===== src/rtl/bus_arb2_pkg.sv =====
package bus_arb2_pkg;
  typedef enum logic [1:0] {
    ST_CPU    = 2'b00,
    ST_TO_XF  = 2'b01,
    ST_XF     = 2'b11,
    ST_TO_CPU = 2'b10
  } arb_state_e;
endpackage


===== src/rtl/bus_arb2_bnd.sv =====
module bus_arb2_bnd (
  input  logic xfer_req_i,
  input  logic cycle_end_i,
  input  logic lock_i,
  input  logic cpu_sleep_i,
  output logic take_o,
  output logic give_o
);
  logic safe_pt;
  // lock masks the cycle end of a non-final split component
  assign safe_pt = cycle_end_i & ~lock_i;
  assign take_o  = xfer_req_i & (cpu_sleep_i | safe_pt);
  assign give_o  = ~xfer_req_i & safe_pt;
endmodule


===== src/rtl/bus_arb2_fsm.sv =====
module bus_arb2_fsm
  import bus_arb2_pkg::*;
(
  input  logic clk_i,
  input  logic rst_ni,
  input  logic take_i,
  input  logic give_i,
  input  logic cpu_req_i,
  input  logic xfer_req_i,
  input  logic cycle_end_i,
  input  logic lock_i,
  input  logic cpu_sleep_i,
  output logic cpu_gnt_o,
  output logic xfer_gnt_o,
  output logic owner_o
);
  arb_state_e st_q, st_d;

  always_comb begin
    st_d = st_q;
    unique case (st_q)
      ST_CPU:    if (take_i) st_d = ST_TO_XF;
      ST_TO_XF:  st_d = ST_XF;
      ST_XF:     if (give_i) st_d = ST_TO_CPU;
      ST_TO_CPU: st_d = ST_CPU;
      default:   st_d = ST_CPU;
    endcase
  end

  always_ff @(posedge clk_i or negedge rst_ni) begin
    if (!rst_ni) st_q <= ST_CPU;
    else         st_q <= st_d;
  end

  assign cpu_gnt_o  = (st_q == ST_CPU);
  assign xfer_gnt_o = (st_q == ST_XF);
  assign owner_o    = st_q[0];

  assert_excl_R2: assert property (@(posedge clk_i) disable iff (!rst_ni)
    !(cpu_gnt_o && xfer_gnt_o));
  assert_no_hop_R5: assert property (@(posedge clk_i) disable iff (!rst_ni)
    (cpu_gnt_o && !cycle_end_i && !cpu_sleep_i) |=> cpu_gnt_o);
  assert_lock_hold_R4: assert property (@(posedge clk_i) disable iff (!rst_ni)
    (cpu_gnt_o && lock_i && !cpu_sleep_i) |=> cpu_gnt_o);
  assert_sleep_take_R6: assert property (@(posedge clk_i) disable iff (!rst_ni)
    (cpu_gnt_o && xfer_req_i && cpu_sleep_i) |=> (!cpu_gnt_o && !xfer_gnt_o && owner_o));
  assert_xf_keep_R7: assert property (@(posedge clk_i) disable iff (!rst_ni)
    (xfer_gnt_o && xfer_req_i && cpu_req_i) |=> xfer_gnt_o);
  assert_gap_one_R10: assert property (@(posedge clk_i) disable iff (!rst_ni)
    (!cpu_gnt_o && !xfer_gnt_o) |=> (cpu_gnt_o || xfer_gnt_o));
  assert_gap_dest_R9: assert property (@(posedge clk_i) disable iff (!rst_ni)
    (!cpu_gnt_o && !xfer_gnt_o) |=> (xfer_gnt_o == $past(owner_o)));
endmodule


===== src/rtl/bus_arb2.sv =====
module bus_arb2 (
  input  logic clk_i,
  input  logic rst_ni,
  input  logic cpu_req_i,
  input  logic xfer_req_i,
  input  logic cycle_end_i,
  input  logic lock_i,
  input  logic cpu_sleep_i,
  output logic cpu_gnt_o,
  output logic xfer_gnt_o,
  output logic owner_o
);
  logic take, give;

  bus_arb2_bnd u_bnd (
    .xfer_req_i (xfer_req_i),
    .cycle_end_i(cycle_end_i),
    .lock_i     (lock_i),
    .cpu_sleep_i(cpu_sleep_i),
    .take_o     (take),
    .give_o     (give)
  );

  bus_arb2_fsm u_fsm (
    .clk_i      (clk_i),
    .rst_ni     (rst_ni),
    .take_i     (take),
    .give_i     (give),
    .cpu_req_i  (cpu_req_i),
    .xfer_req_i (xfer_req_i),
    .cycle_end_i(cycle_end_i),
    .lock_i     (lock_i),
    .cpu_sleep_i(cpu_sleep_i),
    .cpu_gnt_o  (cpu_gnt_o),
    .xfer_gnt_o (xfer_gnt_o),
    .owner_o    (owner_o)
  );
endmodule


===== config.mk =====
export PLATFORM = sky130hd
export DESIGN_NAME = bus_arb2
export DESIGN_NICKNAME = d
export VERILOG_FILES = /design/src/rtl/bus_arb2_pkg.sv /design/src/rtl/bus_arb2_bnd.sv /design/src/rtl/bus_arb2_fsm.sv /design/src/rtl/bus_arb2.sv
export SDC_FILE = /design/constraint.sdc
export NUM_CORES = 1
export LEC_CHECK = 0
export ABC_AREA = 1
export BUFFER_PORTS_ARGS = -buffer_cell sky130_fd_sc_hd__buf_2
export CAP_MARGIN = 40
export CORE_AREA = 4 4 41 43
export CTS_BUF_LIST = sky130_fd_sc_hd__clkbuf_2 sky130_fd_sc_hd__clkbuf_4 sky130_fd_sc_hd__clkbuf_8
export DETAILED_ROUTE_END_ITERATION = 16
export DIE_AREA = 0 0 45 47
export PLACE_DENSITY = 0.3
export SLEW_MARGIN = 20
export SYNTH_ARGS = -nofsm -noshare
export SYNTH_HDL_FRONTEND = slang
export SYNTH_HIERARCHICAL = 1
export SYNTH_SLANG_ARGS = --single-unit
export TNS_END_PERCENT = 30

===== constraint.sdc =====
create_clock -name clk_i -period 0.8 [get_ports clk_i]
set_input_delay 0.16 -clock clk_i [delete_from_list [all_inputs] [get_ports clk_i]]
set_output_delay 0.16 -clock clk_i [all_outputs]
set_load 0.01 [all_outputs]

=== Word-level counts from Yosys, hierarchy flattened ===
Cells that the tools add are included.

* Register bits after elaboration: 2
* Input port bits: 7
* Output and inout bits: 3
* Word-level logic and storage cells: 17

* Eq/ne operators: 5
* Multiplexer cells: 3
* Bitwise gates (word level): 6
* Reduce and logical (&&, ||, !) cells: 2

{| class="wikitable"
|+ Operator list
! cell !! number
|-
| $pmux W2 S4 || 1
|-
| $eq A2 B2 Y1 const B || 2
|-
| $mux W2 || 2
|-
| $ne A2 B1 Y1 const B || 2
|-
| $and A1 B1 Y1 || 3
|-
| $eq A2 B1 Y1 const B || 1
|-
| $logic_not A2 Y1 || 1
|-
| $not A1 Y1 || 2
|-
| $reduce_and A2 Y1 || 1
|-
| $or A1 B1 Y1 || 1
|}

=== Logic depth before layout (Yosys ltp) ===
Gate-level depths: netlist (run 1).

* Word-level depth: 6
* Mapped depth: 6
* Gate-level depth less buffers: 6

=== Hierarchy ===
Netlist (run 1), hierarchy kept.

{| class="wikitable"
|+ By module, submodules not included
! module !! times used !! cells each !! area each (um2) !! seq. area each (um2)
|-
| bus_arb2_fsm || 1 || 11 || 85.1 || 50.0
|-
| bus_arb2_bnd || 1 || 6 || 30.0 || 0.0
|}

=== Least setup slack after synthesis (run 1) ===
OpenSTA, ideal clock, no wires.

* Path kind: register -> output
* Start point: reg u_fsm.st_q[0]
* End point: out cpu_gnt_o
* Arrival time: 0.617 ns
* Required time: 0.640 ns
* Setup slack: 0.023 ns
* Cell stages (with the launch flop): 2
* Path buffers: 0
* Path through: dfrtp_1 > nor2_1

* Word-level cells in the longest chain between the ends: 1

{| class="wikitable"
|+ RTL lines
! element !! RTL line !! text
|-
| from (decl) || bus_arb2_fsm.sv:17 || <nowiki>arb_state_e st_q, st_d;</nowiki>
|-
| from (signal assigned) || bus_arb2_fsm.sv:32 || <nowiki>else st_q <= st_d;</nowiki>
|-
| $logic_not A2 Y1 || bus_arb2_fsm.sv:35 || <nowiki>assign cpu_gnt_o = (st_q == ST_CPU);</nowiki>
|-
| to (decl) || bus_arb2.sv:9 || <nowiki>output logic cpu_gnt_o,</nowiki>
|}

Every way passes these cells.

=== Worst setup path in the final report (run 1) ===
* Start point: reg u_fsm.st_q[0]
* End point: out xfer_gnt_o

* Word-level cells in the longest chain between the ends: 1

{| class="wikitable"
|+ RTL lines
! element !! RTL line !! text
|-
| $eq A2 B2 Y1 || bus_arb2_fsm.sv:36 || <nowiki>assign xfer_gnt_o = (st_q == ST_XF);</nowiki>
|-
| to (decl) || bus_arb2.sv:10 || <nowiki>output logic xfer_gnt_o,</nowiki>
|}

Every way passes these cells.

==> results.json, run 1 <==
{
  "start_kind": "flip-flop",
  "critPathTopFamily": "flip-flops",
  "clock_latency_ns": 0.22,
  "worstPathRequired_ns": 0.64,
  "arrival_ns": 0.84,
  "insertedDiodeCount": 0,
  "worst_hold_slack_ns": 0.2288,
  "syn2layout_area_growth_pct": 92.39,
  "routed-via-count": 134,
  "cts.sinks": 2,
  "outcome": "finished, violations left",
  "htreeDepth": 1,
  "max_slew_margin_pct": 91.66,
  "regMostFlops": "u_fsm/st_q",
  "hold_path_class": "primary input to flip-flop",
  "synthDistinctLibCells": 8,
  "grt.total_usage_pct": 4.815,
  "ir_worst_vdd_v": 0.0008555,
  "violations": "setup timing",
  "final_util_pct": 17.02,
  "syn_inst": 17,
  "p_total_w": 0.0007173,
  "timing.final.crit_period_ns": 0.9991,
  "numCtsBuffers": 3,
  "setup_slack_ns": -0.1991,
  "clock.fmax_ghz": 1.001,
  "grt_pass1_wl_microns": 552,
  "dieWidth_microns": 45,
  "crit_path_cell_trace": "nand2_1 > inv_1 > buf_2",
  "reg_top3": "u_fsm/st_q: 2 flops",
  "grt_max_degree": 5,
  "clockBufferDepth": 2,
  "p_leak_nw": 0.1322,
  "drtPass1Iterations": 1,
  "routedWlPerCell_microns": 6.667,
  "vias_per_cell": 2.978,
  "slowest_stage": "dfrtp_1",
  "tightest_slew_ns": 0.1251,
  "rsz0062_at_grt": "true",
  "cts_tree": "done",
  "worst_clock_skew_ns": 0.001601,
  "largest_reg_flops": 2,
  "slowest_delay_ns": 0.39,
  "start_util_pct": 8.846,
  "nets": 39,
  "mostFrequentLayoutCells": "buf_2, inv_1, clkbuf_4, nand2_1",
  "die_h_microns": 47,
  "slew_viol_final": 0,
  "yosysSeqAreaShare_pct": 43.48,
  "finalWirelength_microns": 300,
  "row_count": 13,
  "worstSetupPathType": "flip-flop to output port",
  "drtAntennaViolNets": 0,
  "syn-num-nets": 24,
  "grt_pass1_vias": 138,
  "crit_buf_inv": 2,
  "cts.clk_slew.worst_paths_ns": 0.03,
  "hold_viol": 0,
  "drv_cap": 0,
  "place_congestion": 0.5617,
  "port_buffers": 8,
  "synth.ff_latch_count": 2,
  "p_per_area_mw_per_mm2": 3239,
  "setup_viol": 4,
  "dieArea_sq_mm": 0.002115,
  "drt_iter0_markers": 0,
  "fin_crit_sh_pct": 124.9,
  "drcViolationCount": 0,
  "layout_commonest_cell": "buf_2",
  "antenna_found_initial": 0,
  "layout-drive-gt1-share_pct": 50.00,
  "syn_area_per_cell_sq_um": 6.771,
  "grt-ovfl-total": 0,
  "crit_fanout": 4,
  "cts_root_buf": "clkbuf_4",
  "yosysWarningCount": 6,
  "core-area_sq_mm": 0.001301,
  "synth.cell_area_sq_um": 115.1,
  "critPathCaptureType": "output port",
  "hpwlAfterDp_microns": 234.5,
  "ios": 10
}
==> logic make-up (layout without fill, tap and decap cells) <==
logic type | count (synthesis) | after routing | share of synthesized area [%]
AO/OA/AOI/OAI | 2 | 2 | 11.95
AND/OR/NAND/NOR | 6 | 6 | 21.74
buffers and inverters | 7 | 20 | 22.82
flip-flops | 2 | 2 | 43.48
==> worst register-to-register path: stages (launching register included) <==
cell and delay (ns):
dfrtp_1 0.39, buf_4 0.15, buf_6 0.11, o21ai_1 0.10
nand2_1 0.06
==> stage by stage <==
stage | setup TNS, ns | instances | worst slack (ns) | instance area, sq um
final | -0.6453 | 45 | -0.1991 | 221.5
after global routing | -0.8321 | 45 | -0.2585 | 221.5
after CTS | -0.6202 | 44 | -0.2195 | 210.2
after detailed placement | -0.01608 | 39 | -0.01608 | 170.2
after global placement | -0.002377 | 39 | -0.002377 | 170.2
after floorplan | 0 | 17 | 0.02265 | 115.1
==> final cells by class <==
| cell class | count | area (sq um) |
|---|---|---|
| clock buffer | 3 | 22.52 |
| fill | 162 | 1080 |
| inverter | 6 | 22.52 |
| multi-input combinational | 8 | 38.79 |
| sequential | 2 | 50.05 |
| tap | 15 | 18.77 |
| timing repair buffer | 11 | 68.82 |
==> synthesized netlist by cell type (all sizes together) <==
cell type,number,area [sq um]
a21oi,1,8.760
clkbuf,1,3.750
dfrtp,2,50.05
inv,6,22.52
nand2,4,17.52
nor2,2,7.510
o21ai,1,5.000
==> power breakdown <==
group	internal [W]	switching (W)	leakage, nW
clock	0.000165	0.0000519	0.0138
sequential	0.000149	0.0000401	0.0210
combinational	0.000169	0.000143	0.0974
==> worst paths after layout <==
check,startpoint,to,slack (ns),depth (start not counted)
setup / recovery,u_fsm/st_q[0]$_DFFE_PN0P_,xfer_gnt_o,-0.20,3
hold / removal,xfer_req_i,u_fsm/st_q[0]$_DFFE_PN0P_,0.23,5
setup reg to reg,u_fsm/st_q[0]$_DFFE_PN0P_,u_fsm/st_q[0]$_DFFE_PN0P_,-0.13,4
hold reg to reg,u_fsm/st_q[1]$_DFFE_PN0P_,u_fsm/st_q[0]$_DFFE_PN0P_,0.55,3
max in group asynchronous,rst_ni,u_fsm/st_q[1]$_DFFE_PN0P_,0.44,2
min in group asynchronous,rst_ni,u_fsm/st_q[0]$_DFFE_PN0P_,0.26,2
==> repair_timing <==
action,4_1_cts,5_1_grt
resized for setup,0,1
pin swaps,1,1
setup buffers,1,1
setup endpoints to repair,3,4
hold buffers,1,0
endpoints found under the hold margin,2,0
==> metal layers <==
| metal | vias up | global-route usage (%) | share of wire (%) |
|---|---|---|---|
| met5 | - | 0 | 0 |
| met4 | 0 | 10.53 | 0 |
| met3 | 0 | 3.448 | 6.0 |
| met2 | 4 | 5.367 | 57 |
| met1 | 58 | 3.401 | 36 |
| li1 | 72 | - | - |
(Power assumes the default switching activity.)
==> run 2, diff against run 1 <==
==> constraint.sdc (replaced) <==
create_clock -name clk_i -period 0.9 [get_ports clk_i]
set_input_delay 0.18 -clock clk_i [delete_from_list [all_inputs] [get_ports clk_i]]
set_output_delay 0.18 -clock clk_i [all_outputs]
set_load 0.01 [all_outputs]
==> results.json, run 2 (same netlist as run 1, synthesis figures left out) <==
{
  "outcome": "finished, violations left",
  "violations": "setup timing",
  "p_leak_nw": 0.1307,
  "worst_clock_skew_ns": 0.001601,
  "hold_viol": 0,
  "drv_cap": 0,
  "grt_max_degree": 5,
  "drtPass1Iterations": 1,
  "reg2reg_to": "u_fsm/st_q[0]$_DFFE_PN0P_",
  "grt_pass1_vias": 138,
  "arrival_ns": 0.84,
  "hold_path_class": "primary input to flip-flop",
  "max_slew_margin_pct": 91.67,
  "core-area_sq_mm": 0.001301,
  "start_util_pct": 8.846,
  "reg2reg_from": "u_fsm/st_q[0]$_DFFE_PN0P_",
  "syn2layout_area_growth_pct": 89.13,
  "ir_worst_vdd_v": 0.0007560,
  "drt_iter0_markers": 0,
  "layout_commonest_cell": "buf_2",
  "grt-ovfl-total": 0,
  "cts.sinks": 2,
  "clock_latency_ns": 0.22,
  "numCtsBuffers": 3,
  "dieWidth_microns": 45,
  "final_area_sq_um": 217.7,
  "setup.worst_path.end": "xfer_gnt_o",
  "slew_viol_final": 0,
  "regMostFlops": "u_fsm/st_q",
  "row_count": 13,
  "reg2reg_slack_ns": -0.04,
  "mostFrequentLayoutCells": "buf_2, inv_1, clkbuf_4, nand2_1",
  "start_kind": "flip-flop",
  "worstPathRequired_ns": 0.72,
  "worstSetupPathType": "flip-flop to output port",
  "cts_tree": "done",
  "reg_top3": "u_fsm/st_q: 2 flops",
  "hold_depth": 5,
  "nets": 39,
  "routedWlPerCell_microns": 6.667,
  "hpwlAfterDp_microns": 234.5,
  "timing.final.crit_period_ns": 1.019,
  "p_per_area_mw_per_mm2": 2847,
  "post_cts_resized": 0,
  "finalWirelength_microns": 300,
  "crit_fanout": 4,
  "final_util_pct": 16.73,
  "routed-via-count": 134,
  "r2r_cells": 4,
  "grt_pass1_wl_microns": 552,
  "wirelength_met1_microns": 108,
  "die_h_microns": 47,
  "wl_met2_microns": 173,
  "cts_root_buf": "clkbuf_4",
  "maxUsedRoutingLayer": "met3",
  "dieArea_sq_mm": 0.002115,
  "layout-drive-gt1-share_pct": 50.00,
  "setup_viol": 4,
  "port_buffers": 8,
  "clock.fmax_ghz": 0.9813,
  "rsz0062_at_grt": "true",
  "largest_reg_flops": 2,
  "insertedDiodeCount": 0,
  "drtAntennaViolNets": 0,
  "grt.total_usage_pct": 4.815,
  "place_area_sq_um": 170.2,
  "ios": 10,
  "antenna_found_initial": 0,
  "htreeDepth": 1,
  "fin_crit_sh_pct": 113.2,
  "cts.clk_slew.worst_paths_ns": 0.03,
  "place_congestion": 0.5617,
  "clockBufferDepth": 2,
  "critPathCaptureType": "output port",
  "dr_wl_met3_microns": 18,
  "drcViolationCount": 0,
  "crit_path_start": "u_fsm/st_q[0]$_DFFE_PN0P_",
  "vias_per_cell": 2.978,
  "tightest_slew_ns": 0.1250,
  "setup_slack_ns": -0.1190
}
## run 2: cell counts in the layout (fill, tap and decap cells not counted)
No cell type changed its count.
## run 2: layout make-up
class / count / area (sq um)
Multi-Input combinational cell: 8 / 38.79
Fill cell: 164 / 1084
Timing Repair Buffer: 11 / 65.06
Clock buffer: 3 / 22.52
Inverter: 6 / 22.52
Tap cell: 15 / 18.77
Sequential cell: 2 / 50.05
## run 2: timing repair
item	4_1_cts	5_1_grt
buffers inserted	1	1
hold buffers	1	0
pin swaps	1	1
endpoints found under the setup margin	3	3
endpoints found under the hold margin	2	0
## run 2: worst min path at each step
stage	from	end
floorplan	rst_ni	u_fsm/st_q[0]$_DFFE_PN0P_
detailed placement	rst_ni	u_fsm/st_q[1]$_DFFE_PN0P_
global placement	rst_ni	u_fsm/st_q[1]$_DFFE_PN0P_
global route	xfer_req_i	u_fsm/st_q[0]$_DFFE_PN0P_
CTS	xfer_req_i	u_fsm/st_q[0]$_DFFE_PN0P_
finish	xfer_req_i	u_fsm/st_q[0]$_DFFE_PN0P_
## run 2: where the power goes
group | leakage, nW | switching [W] | internal (W)
Combinational | 0.0959 | 0.000123 | 0.000136
Clock | 0.0138 | 0.0000461 | 0.000147
Sequential | 0.0210 | 0.0000356 | 0.000132
## run 2: worst max-delay path: stages, from the launching register on
cell and delay [ns]:
dfrtp_1 0.39, nand2_1 0.07, inv_1 0.03, buf_2 0.12
## run 2: routing by layer
| layer | global-route usage [%] | vias up |
|---|---|---|
| li1 | - | 72 |
| met1 | 3.401 | 58 |
| met2 | 5.367 | 4 |
| met3 | 3.448 | 0 |
| met4 | 10.53 | 0 |
| met5 | 0 | - |
## run 2: through the flow
stage	setup slack (ns)	hold WS, ns	TNS (ns)	total power [W]	std cells
after floorplan	0.1027	-0.1156	0	0.0002835	17
after global placement	0.07762	-0.03496	0	0.0003588	39
after detailed placement	0.06392	-0.03193	0	0.0003637	39
after CTS	-0.1395	0.2427	-0.3363	0.0006057	44
after global routing	-0.1785	0.2641	-0.5116	0.0006796	45
final	-0.1190	0.2489	-0.3240	0.0006197	45
==> run 3, diff against run 2 <==
--- a/config.mk
+++ b/config.mk
@@ -12,10 +12,10 @@
 export CTS_BUF_LIST = sky130_fd_sc_hd__clkbuf_2 sky130_fd_sc_hd__clkbuf_4 sky130_fd_sc_hd__clkbuf_8
 export DETAILED_ROUTE_END_ITERATION = 16
 export DIE_AREA = 0 0 45 47
+export HOLD_SLACK_MARGIN = 0.06
 export PLACE_DENSITY = 0.3
 export SLEW_MARGIN = 20
 export SYNTH_ARGS = -nofsm -noshare
 export SYNTH_HDL_FRONTEND = slang
-export SYNTH_HIERARCHICAL = 1
 export SYNTH_SLANG_ARGS = --single-unit
 export TNS_END_PERCENT = 30
==> results.json, run 3 <==
{
  "antenna_found_initial": 0,
  "drt_iter0_markers": 0,
  "layout_commonest_cell": "buf_2",
  "dp_cells": 42,
  "row_count": 13,
  "routed-via-count": 137,
  "start_util_pct": 9.038,
  "setup_viol": 3,
  "port_buffers": 8,
  "seqCellArea_sq_um": 50.05,
  "final_cells": 47,
  "fin_crit_sh_pct": 115.8,
  "yosys-top-cells-area": "dfrtp_1, nand2_1, inv_1",
  "place_congestion": 0.7230,
  "place_area_sq_um": 172.7,
  "final_area_sq_um": 216.5,
  "htreeDepth": 1,
  "routedWlPerCell_microns": 7.021,
  "regMostFlops": "u_fsm.st_q",
  "clockBufferDepth": 2,
  "multi_input_area_sq_um": 41.29,
  "nets": 41,
  "synth.ff_latch_count": 2,
  "cts.clk_slew.worst_paths_ns": 0.03,
  "drtAntennaViolNets": 0,
  "hp-start": "cpu_sleep_i",
  "reg2reg_to": "u_fsm.st_q[0]$_DFFE_PN0P_",
  "fillCellCount": 161,
  "syn2layout_area_growth_pct": 84.04,
  "reg2reg_from": "u_fsm.st_q[1]$_DFFE_PN0P_",
  "worst_clock_skew_ns": 0.001167,
  "worst_hold_slack_ns": 0.2622,
  "grt_pass1_vias": 133,
  "drtPass1Iterations": 1,
  "yosysMostFrequentCell": "nand2_1",
  "grt-ovfl-total": 0,
  "dieArea_sq_mm": 0.002115,
  "die_h_microns": 47,
  "grt.total_usage_pct": 4.502,
  "synth_enable_flop_cells": 0,
  "syn_inst": 20,
  "crit_buf_inv": 2,
  "mostFrequentLayoutCells": "buf_2, nand2_1, inv_1, nor2_1, clkbuf_4",
  "slew_viol_final": 0,
  "reg_top3": "u_fsm.st_q: 2 flops",
  "synthArstFlopShare_pct": 100.0,
  "largest_reg_flops": 2,
  "layout-drive-gt1-share_pct": 37.50,
  "worstSetupPathType": "flip-flop to output port",
  "slowest_stage": "dfrtp_1",
  "worstPathRequired_ns": 0.72,
  "p_leak_nw": 0.1385,
  "outcome": "finished, violations left",
  "violations": "setup timing",
  "pre_cts_slack_ns": 0.08599,
  "insertedDiodeCount": 0,
  "hold_depth": 5,
  "cts.sinks": 2,
  "clock.fmax_ghz": 0.9595,
  "r2r_cells": 6,
  "ir_worst_vdd_v": 0.0007621,
  "p_per_area_mw_per_mm2": 2880,
  "core-area_sq_mm": 0.001301,
  "synth.cell_area_sq_um": 117.6,
  "syn-num-nets": 27,
  "yosysTopAreaCell": "dfrtp_1",
  "critPathTopFamily": "flip-flops",
  "max_slew_margin_pct": 91.23,
  "ys.flop_type": "dfrtp_1",
  "timing.final.crit_period_ns": 1.042,
  "hold_viol": 0,
  "crit_fanout": 3,
  "cts_tree": "done",
  "ios": 10,
  "crit_path_cell_trace": "nand2_1 > inv_1 > buf_2",
  "holdPathEnd": "u_fsm.st_q[0]$_DFFE_PN0P_",
  "cts_root_buf": "clkbuf_4",
  "hold_path_class": "primary input to flip-flop",
  "slowest_delay_ns": 0.40,
  "critPathCaptureType": "output port",
  "synthDistinctLibCells": 5,
  "finalWirelength_microns": 330,
  "yosysWarningCount": 0,
  "reg2reg_slack_ns": 0.04,
  "synthTopCellsByCount": "nand2_1, inv_1, nor2_1",
  "arrival_ns": 0.86,
  "fin_tns_setup_ns": -0.3387,
  "start_kind": "flip-flop",
  "vias_per_cell": 2.915,
  "synth_top_area_share_pct": 42.55,
  "drv_cap": 0,
  "tightest_slew_ns": 0.1315,
  "rsz0062_at_grt": "true",
  "clock_latency_ns": 0.22,
  "grt_max_degree": 6,
  "drcViolationCount": 0,
  "syn_area_per_cell_sq_um": 5.881,
  "dieWidth_microns": 45,
  "numCtsBuffers": 3,
  "setup_slack_ns": -0.1422,
  "yosysSeqAreaShare_pct": 42.55,
  "grt_pass1_wl_microns": 565
}
-- run 3: changes by cell type after synthesis, sizes merged --
cell   delta
nand2     +3
nor2      +2
a21oi     -1
o21ai     -1
-- run 3: where the power goes --
group | internal [W] | total [W] | switching [W]
Combinational | 0.000125 | 0.000244 | 0.000119
Sequential | 0.000134 | 0.000180 | 0.0000456
Clock | 0.000147 | 0.000199 | 0.0000521
-- run 3: repair_timing --
action,4_1_cts,5_1_grt
resized for setup,0,1
hold buffers,1,0
endpoints found under the hold margin,2,0
buffers inserted,1,0
pin swaps,1,0
setup endpoints to repair,3,4
-- run 3: per-layer routing --
metal | share of wire [%] | wire (microns) | track usage, %
met1 | 43 | 141 | 4.318
met2 | 33 | 108 | 4.237
met3 | 20 | 65 | 3.065
met4 | 4.5 | 15 | 8.772
met5 | 0 | 0 | 0
-- run 3: cell type report --
class / instances / share of cell area, %
Multi-Input combinational cell: 11 / 19.08
Timing Repair Buffer: 10 / 28.32
Tap cell: 15 / 8.671
Clock buffer: 3 / 10.40
Sequential cell: 2 / 23.12
Inverter: 6 / 10.40
-- run 3: how the worst max path moves through the flow --
stage,depth (start not counted),from,endpoint
after floorplan,1,u_fsm.st_q[0]$_DFFE_PN0P_,cpu_gnt_o
after global placement,3,u_fsm.st_q[0]$_DFFE_PN0P_,xfer_gnt_o
after detailed placement,2,u_fsm.st_q[1]$_DFFE_PN0P_,cpu_gnt_o
after CTS,2,u_fsm.st_q[0]$_DFFE_PN0P_,cpu_gnt_o
after global routing,3,u_fsm.st_q[0]$_DFFE_PN0P_,xfer_gnt_o
final,3,u_fsm.st_q[1]$_DFFE_PN0P_,xfer_gnt_o
-- run 3: cell families after synthesis --
kind of cell / synth area share [%]
and+or+nand+nor: 35.11
buffers and inverters: 22.34
DFF: 42.55
-- run 3: worst min-delay path: stages --
cell and delay, ns:
buf_2 0.07, inv_1 0.03, nand2_1 0.06, nand2_1 0.05
nand2_1 0.06
-- run 3: through the flow --
step                util [%]  total power (W)
floorplan                  -        0.0002907
global placement       13.27        0.0003672
detailed placement     13.27        0.0003749
CTS                    16.35        0.0006223
global route           16.63        0.0006925
finish                 16.63        0.0006233
